===== src/rtl/dip_pkg.sv =====
// Package: shared types for the dual-issue pair checker.
// Assumes a two-bit operation class with one single-instance unit (divide).
package dip_pkg;

    typedef enum logic [1:0] {
        CLS_ALU = 2'd0,
        CLS_MUL = 2'd1,
        CLS_DIV = 2'd2,
        CLS_MEM = 2'd3
    } op_class_e;

    typedef struct packed {
        logic issue_old;
        logic issue_young;
        logic hold_young;
    } issue_dec_t;

endpackage


===== src/rtl/pair_dep_cmp.sv =====
// Module: pair_dep_cmp
// Finds register dependences of the younger slot on the older slot:
// true dependence through any read source, and output dependence on the
// destination. Purely combinational. Assumes validity is applied by the caller.
module pair_dep_cmp #(
    parameter int REG_W = 5,
    parameter int NSRC  = 2
) (
    input  logic [REG_W-1:0]            old_dest,
    input  logic                        old_wr_en,
    input  logic [NSRC-1:0][REG_W-1:0]  yng_src,
    input  logic [NSRC-1:0]             yng_rd,
    input  logic [REG_W-1:0]            yng_dest,
    input  logic                        yng_wr_en,
    output logic                        raw_hit,
    output logic                        waw_hit
);

    logic [NSRC-1:0] src_hit;

    // One comparator per younger source; a source counts only when read.
    for (genvar g = 0; g < NSRC; g++) begin : g_src
        assign src_hit[g] = old_wr_en & yng_rd[g] & (yng_src[g] == old_dest);
    end

    // Reduce source hits into a single true-dependence flag.
    assign raw_hit = |src_hit;

    // Output dependence needs both writers enabled on the same index.
    assign waw_hit = old_wr_en & yng_wr_en & (yng_dest == old_dest);

endmodule


===== src/rtl/pair_unit_cmp.sv =====
// Module: pair_unit_cmp
// Flags a structural conflict when both slots need a unit that exists once.
// The single-instance classes are listed in SINGLE_CLS, CLS_W bits each.
module pair_unit_cmp #(
    parameter int                        CLS_W      = 2,
    parameter int                        NSINGLE    = 1,
    parameter logic [NSINGLE*CLS_W-1:0]  SINGLE_CLS = 2'd2
) (
    input  logic [CLS_W-1:0] old_class,
    input  logic [CLS_W-1:0] yng_class,
    output logic             unit_hit
);

    logic [NSINGLE-1:0] cls_hit;

    // One match per single-instance class: both slots claim the same unit.
    for (genvar g = 0; g < NSINGLE; g++) begin : g_unit
        assign cls_hit[g] = (old_class == SINGLE_CLS[g*CLS_W +: CLS_W]) &&
                            (yng_class == SINGLE_CLS[g*CLS_W +: CLS_W]);
    end

    // Any shared single unit blocks pairing.
    assign unit_hit = |cls_hit;

endmodule


===== src/rtl/pair_issue_ctl.sv =====
// Module: pair_issue_ctl
// Turns validity and hazard flags into the registered issue decision.
// Assumes hazard flags are computed from the same-cycle slot contents.
module pair_issue_ctl
    import dip_pkg::*;
(
    input  logic       clk,
    input  logic       rst_n,
    input  logic       old_valid,
    input  logic       yng_valid,
    input  logic       raw_hit,
    input  logic       waw_hit,
    input  logic       unit_hit,
    output issue_dec_t dec_q
);

    issue_dec_t dec_d;
    logic       pair_ok;

    // Next decision: older issues when valid, younger only when independent.
    always_comb begin
        pair_ok           = yng_valid & ~raw_hit & ~waw_hit & ~unit_hit;
        dec_d.issue_old   = old_valid;
        dec_d.issue_young = old_valid & pair_ok;
        dec_d.hold_young  = yng_valid & ~(old_valid & pair_ok);
    end

    // Decision register with synchronous active-low reset.
    always_ff @(posedge clk) begin
        if (!rst_n) begin
            dec_q <= '0;
        end else begin
            dec_q <= dec_d;
        end
    end

endmodule


===== src/rtl/dual_issue_pairer.sv =====
// Module: dual_issue_pairer (top)
// Decides per cycle whether an older/younger instruction pair issues together.
// Assumes slots arrive in program order; a held younger slot is re-presented
// upstream as the next older slot. Decision latency is one clock.
module dual_issue_pairer
    import dip_pkg::*;
#(
    parameter int                        REG_W      = 5,
    parameter int                        CLS_W      = 2,
    parameter int                        NSINGLE    = 1,
    parameter logic [NSINGLE*CLS_W-1:0]  SINGLE_CLS = CLS_W'(CLS_DIV)
) (
    input  logic             clk,
    input  logic             rst_n,
    input  logic             old_valid,
    input  logic [REG_W-1:0] old_dest,
    input  logic             old_wr_en,
    input  logic [CLS_W-1:0] old_class,
    input  logic             yng_valid,
    input  logic [REG_W-1:0] yng_dest,
    input  logic             yng_wr_en,
    input  logic [REG_W-1:0] yng_src_a,
    input  logic             yng_rd_a,
    input  logic [REG_W-1:0] yng_src_b,
    input  logic             yng_rd_b,
    input  logic [CLS_W-1:0] yng_class,
    output logic             issue_old,
    output logic             issue_young,
    output logic             hold_young
);

    localparam int NSRC = 2;

    logic [NSRC-1:0][REG_W-1:0] src_vec;
    logic [NSRC-1:0]            rd_vec;
    logic                       raw_hit;
    logic                       waw_hit;
    logic                       unit_hit;
    issue_dec_t                 dec_q;

    // Gather younger sources into indexed form for the comparator array.
    assign src_vec = {yng_src_b, yng_src_a};
    assign rd_vec  = {yng_rd_b, yng_rd_a};

    pair_dep_cmp #(
        .REG_W (REG_W),
        .NSRC  (NSRC)
    ) u_dep (
        .old_dest  (old_dest),
        .old_wr_en (old_wr_en),
        .yng_src   (src_vec),
        .yng_rd    (rd_vec),
        .yng_dest  (yng_dest),
        .yng_wr_en (yng_wr_en),
        .raw_hit   (raw_hit),
        .waw_hit   (waw_hit)
    );

    pair_unit_cmp #(
        .CLS_W      (CLS_W),
        .NSINGLE    (NSINGLE),
        .SINGLE_CLS (SINGLE_CLS)
    ) u_unit (
        .old_class (old_class),
        .yng_class (yng_class),
        .unit_hit  (unit_hit)
    );

    pair_issue_ctl u_ctl (
        .clk       (clk),
        .rst_n     (rst_n),
        .old_valid (old_valid),
        .yng_valid (yng_valid),
        .raw_hit   (raw_hit),
        .waw_hit   (waw_hit),
        .unit_hit  (unit_hit),
        .dec_q     (dec_q)
    );

    // Drive the registered decision onto the ports.
    assign issue_old   = dec_q.issue_old;
    assign issue_young = dec_q.issue_young;
    assign hold_young  = dec_q.hold_young;

endmodule


===== config.mk =====
export PLATFORM = sky130hd
export DESIGN_NAME = dual_issue_pairer
export DESIGN_NICKNAME = d
export VERILOG_FILES = /design/src/rtl/dip_pkg.sv /design/src/rtl/pair_dep_cmp.sv /design/src/rtl/pair_unit_cmp.sv /design/src/rtl/pair_issue_ctl.sv /design/src/rtl/dual_issue_pairer.sv
export SDC_FILE = /design/constraint.sdc
export NUM_CORES = 1
export LEC_CHECK = 0
export ABC_AREA = 1
export BUFFER_PORTS_ARGS = -buffer_cell sky130_fd_sc_hd__buf_2
export CAP_MARGIN = 20
export CORE_MARGIN = 5
export CORE_UTILIZATION = 25
export CTS_BUF_LIST = sky130_fd_sc_hd__clkbuf_8
export DETAILED_ROUTE_END_ITERATION = 7
export PLACE_DENSITY = 0.6
export REMOVE_ABC_BUFFERS = 1
export SYNTH_ARGS = -nofsm -noshare
export SYNTH_HDL_FRONTEND = slang
export SYNTH_SLANG_ARGS = --single-unit

===== constraint.sdc =====
create_clock -name clk -period 1.35 [get_ports clk]
set_input_delay 0.135 -clock clk [delete_from_list [all_inputs] [get_ports clk]]
set_output_delay 0.135 -clock clk [all_outputs]
set_load 0.1 [all_outputs]

## Word level (Yosys, flattened, before mapping)

Index checks and enable logic that the tools add are counted.
Widths: inputs -> output; s select.

| operators by class | value |
|---|---|
| reduce and logical (&&, ||, !) cells | 2 |
| $mul | 0 |
| muxes and demuxes | 0 |
| shift-type cells | 0 |
| equality and inequality tests | 5 |
| divide/modulo/power cells | 0 |
| add/sub/neg operators | 0 |
| magnitude comparators | 0 |
| bitwise operators | 15 |

Operators with widths:

| kind | number |
|---|---|
| $eq 5x5->1 | 3 |
| $and 1x1->1 | 11 |
| $eq 2x2->1 const B | 2 |
| $not 1->1 | 4 |
| $reduce_or 2->1 | 1 |
| $logic_and 1x1->1 | 1 |

| word-level totals | value |
|---|---|
| RAM bits | 0 |
| input port bits | 32 |
| register bits | 3 |
| bits in latches | 0 |
| logic and storage cells | 25 |
| memory bits (read-only) | 0 |
| memories kept | 0 |
| output and inout bits | 3 |

## Depth between registers and ports, before layout

| logic depth | value |
|---|---|
| depth after elaboration | 10 |
| gate-level depth with buffers | 8 |
| mapped depth without buffers | 8 |

## Hierarchy

A second synthesis with hierarchy kept.

| second synthesis, totals | value |
|---|---|
| cell total of the unflattened synthesis | 96 |
| area total of the unflattened synthesis | 435.4 µm² |

Modules (own cells, without submodules):

| module | times used | cells each | area an instance (µm²) | sequential area each (µm²) |
|---|---|---|---|---|
| pair_dep_cmp | 1 | 76 | 296.5 | 0.0 |
| pair_issue_ctl | 1 | 15 | 117.6 | 60.1 |
| pair_unit_cmp | 1 | 5 | 21.3 | 0.0 |

## Worst setup path before layout

No wires, ideal clock.

| path | value |
|---|---|
| path kind | reg-to-output |
| start | register u_ctl.dec_q[0] (netlist name) |
| end | output hold_young |
| data required time | 1.215 ns |
| path buffers | 0 |
| path slack | 0.306 ns |
| data arrival time | 0.909 ns |
| cell stages (with the launch flop) | 1 |
| cell sequence | dfxtp_1 |

RTL lines:

| element | line | RTL |
|---|---|---|
| end, declared | dual_issue_pairer.sv:29 | `output logic hold_young` |

No word-level cell between the ends.

## Worst setup path after layout

| path | value |
|---|---|
| start | register u_ctl.dec_q[2] (netlist name) |
| end | output issue_old |

RTL lines:

| element | line | RTL |
|---|---|---|
| end, declared | dual_issue_pairer.sv:27 | `output logic issue_old,` |

No word-level cell between the ends.

==> flow_metrics.tcl <==
set metrics [dict create \
    whs_ns 0.112 \
    top_register "u_ctl.dec_q" \
    powerDensity_mw_per_mm2 798 \
    cts_sinks 3 \
    drt_iter0_drc 15 \
    drc 0 \
    pre_cts_ws_ns 0.460 \
    fp.coreArea_sq_mm 0.00152 \
    tightest_slew_ns 0.491 \
    syn_area_per_cell_sq_um 4.78 \
    die_w_um 50.3 \
    synth_common_cells "nand2_1 (34), inv_1 (15), nor2_1 (14), inv_2 (4)" \
    synth-edff-count 0 \
    ctsHtreeMaxLevel 1 \
    cts_buffers 3 \
    yosys_warnings 0 \
    antenna_found_initial 0 \
    finalMaxSlewViolations 0 \
    finalPower_uw 512 \
    post-synth-top-area-cell "nand2_1" \
    via_count 557 \
    largest_reg_flops 3 \
    max_freq_ghz 0.949 \
    setup.worst_path.end_class "output port" \
    final_nets 156 \
    tns_ns 0 \
    timing.critical_path.buf_inv 1 \
    min_path_cells 3 \
    avgViaCountPerCell 4.01 \
    cp.depth 1 \
    setup_viol 0 \
    cts_resized 0 \
    grt_overflow 0 \
    ys.flop_type "dfxtp_1" \
    crit_slowest_cell "buf_2" \
    synth_async_sr_flop_share_pct 0 \
    ys_seq_elements 3 \
    rows 14 \
    yosysTopAreaCellShare_pct 31.4 \
    postRouteAntennaNets 0 \
    grt_start_max_net_pins 6 \
    worst_slack_ns 0.296 \
    n_antenna_cell 0 \
    crit_required_ns 1.22 \
    synth_area_sq_um 407 \
    grt_use_total_pct 8.22 \
    worst-path-max-fanout 1 \
    yosys.cell_types.count 13 \
    area_growth_syn_to_layout_pct 57.8 \
    cts_tree "yes" \
    wl_per_cell_um 7.63 \
    cts_setup_buffers 0 \
    critical-path-top-delay-family "buffers and inverters" \
    crit_chain "buf_2" \
    cts_root_buf "clkbuf_8" \
    grt_pass1_wl_um 1660 \
    top_regs "u_ctl.dec_q x3" \
    first_global_vias 482 \
    peakVddDrop_v 0.000259 \
    synth.most_common_cell "nand2_1" \
    holdBufCountCts 0 \
    critical_path_class "reg -> out" \
    finalWeightedCongestion 0.723 \
    drive_above_1_share_pct 38.2 \
    synthCells 85 \
    cp-endpoint "issue_old" \
    rsz0062_at_grt "no" \
    ys_top_cells_by_area "nand2_1 (31%), dfxtp_1 (15%), inv_1 (14%)" \
    p_leak_nw 0.443 \
    io_buffers 34 \
    worstPathArrival_ns 0.92 \
    hpwl_um 955 \
    utilization_pct 42.1 \
    fin_crit_ns 1.05 \
    io_pins 35 \
    die_height_um 50.3 \
    cts_buffer_depth 2 \
    fin_crit_sh_pct 78.1 \
    initial_core_util_pct 26.7 \
    start_kind "flop" \
    hold_class "in -> reg" \
    drt-total-wl_um 1060 \
    drt_pre_antenna_iters 4 \
    die_area_sq_mm 0.00253 \
    clkSlewWorstSetupHoldPaths_ns 0.03 \
    startpoint "u_ctl.dec_q[2]$_SDFF_PN0_" \
    seq_area_frac_synth_pct 14.8 \
    finalHoldViolCount 0 \
    status "finished, final reports clean" \
    cp_slowest_stage_delay_ns 0.41 \
    slew_headroom_pct 67.5 \
    cap_violations 0 \
]
[worst min-delay path by stage]
stage / from / endpoint
after floorplan: old_valid / u_ctl.dec_q[2]$_SDFF_PN0_
after global placement: old_valid / u_ctl.dec_q[2]$_SDFF_PN0_
after detailed placement: old_valid / u_ctl.dec_q[2]$_SDFF_PN0_
after CTS: old_valid / u_ctl.dec_q[2]$_SDFF_PN0_
after global routing: old_valid / u_ctl.dec_q[2]$_SDFF_PN0_
final: old_valid / u_ctl.dec_q[2]$_SDFF_PN0_
[report_power, final]
part | leakage [nW] | switching [mW] | internal (mW) | total, mW
Combinational | 0.391 | 0.100 | 0.0653 | 0.165
Clock | 0.0269 | 0.0585 | 0.194 | 0.252
Sequential | 0.0248 | 0.000695 | 0.0938 | 0.0945
[cell families (layout without fill, tap and decap cells)]
logic type / after synthesis / in the layout / share of synthesized area (%)
compound gates: 4 / 4 / 5.23
xor+xnor: 2 / 2 / 4.31
buf+inv: 19 / 57 / 17.5
flops: 3 / 3 / 14.8
simple gates: 57 / 57 / 58.2
[metal layers]
| metal | track usage (%) | vias to the layer above | wire length [um] |
|---|---|---|---|
| met1 | 8.29 | 211 | 421 |
| li1 | - | 323 | - |
| met4 | 5.11 | 0 | 0 |
| met5 | 0 | - | 0 |
| met3 | 1.48 | 0 | 85 |
| met2 | 15.3 | 23 | 554 |
[final cells by class]
cell class	instances	area, sq um
Fill cell	171	882
Timing Repair Buffer	34	170
Sequential cell	3	60.1
Inverter	19	71.3
Tap cell	16	20.0
Multi-Input combinational cell	63	275
Clock buffer	3	41.3
Clock inverter	1	3.75
[stage by stage]
step | area, sq um | std cells
6_report | 642 | 139
5_1_grt | 642 | 139
4_1_cts | 642 | 139
3_5_place_dp | 597 | 135
3_3_place_gp | 597 | 135
2_1_floorplan | 407 | 85
[layout by cell type, fill, tap and decap left out]
| master | Yosys | final |
|---|---|---|
| nand2_1 | 34 | 34 |
| buf_2 | 0 | 34 |
| inv_1 | 15 | 16 |
| nor2_1 | 14 | 14 |
| inv_2 | 4 | 4 |
| nand3_1 | 3 | 3 |
| nor2_2 | 3 | 3 |
| clkbuf_8 | 0 | 3 |
| dfxtp_1 | 3 | 3 |
| nand2_2 | 2 | 2 |
| xor2_1 | 2 | 2 |
| o21ai_0 | 2 | 2 |
| a31oi_1 | 1 | 1 |
| o21ai_1 | 1 | 1 |
| nor3_2 | 1 | 1 |
(Power assumes the default switching activity.)
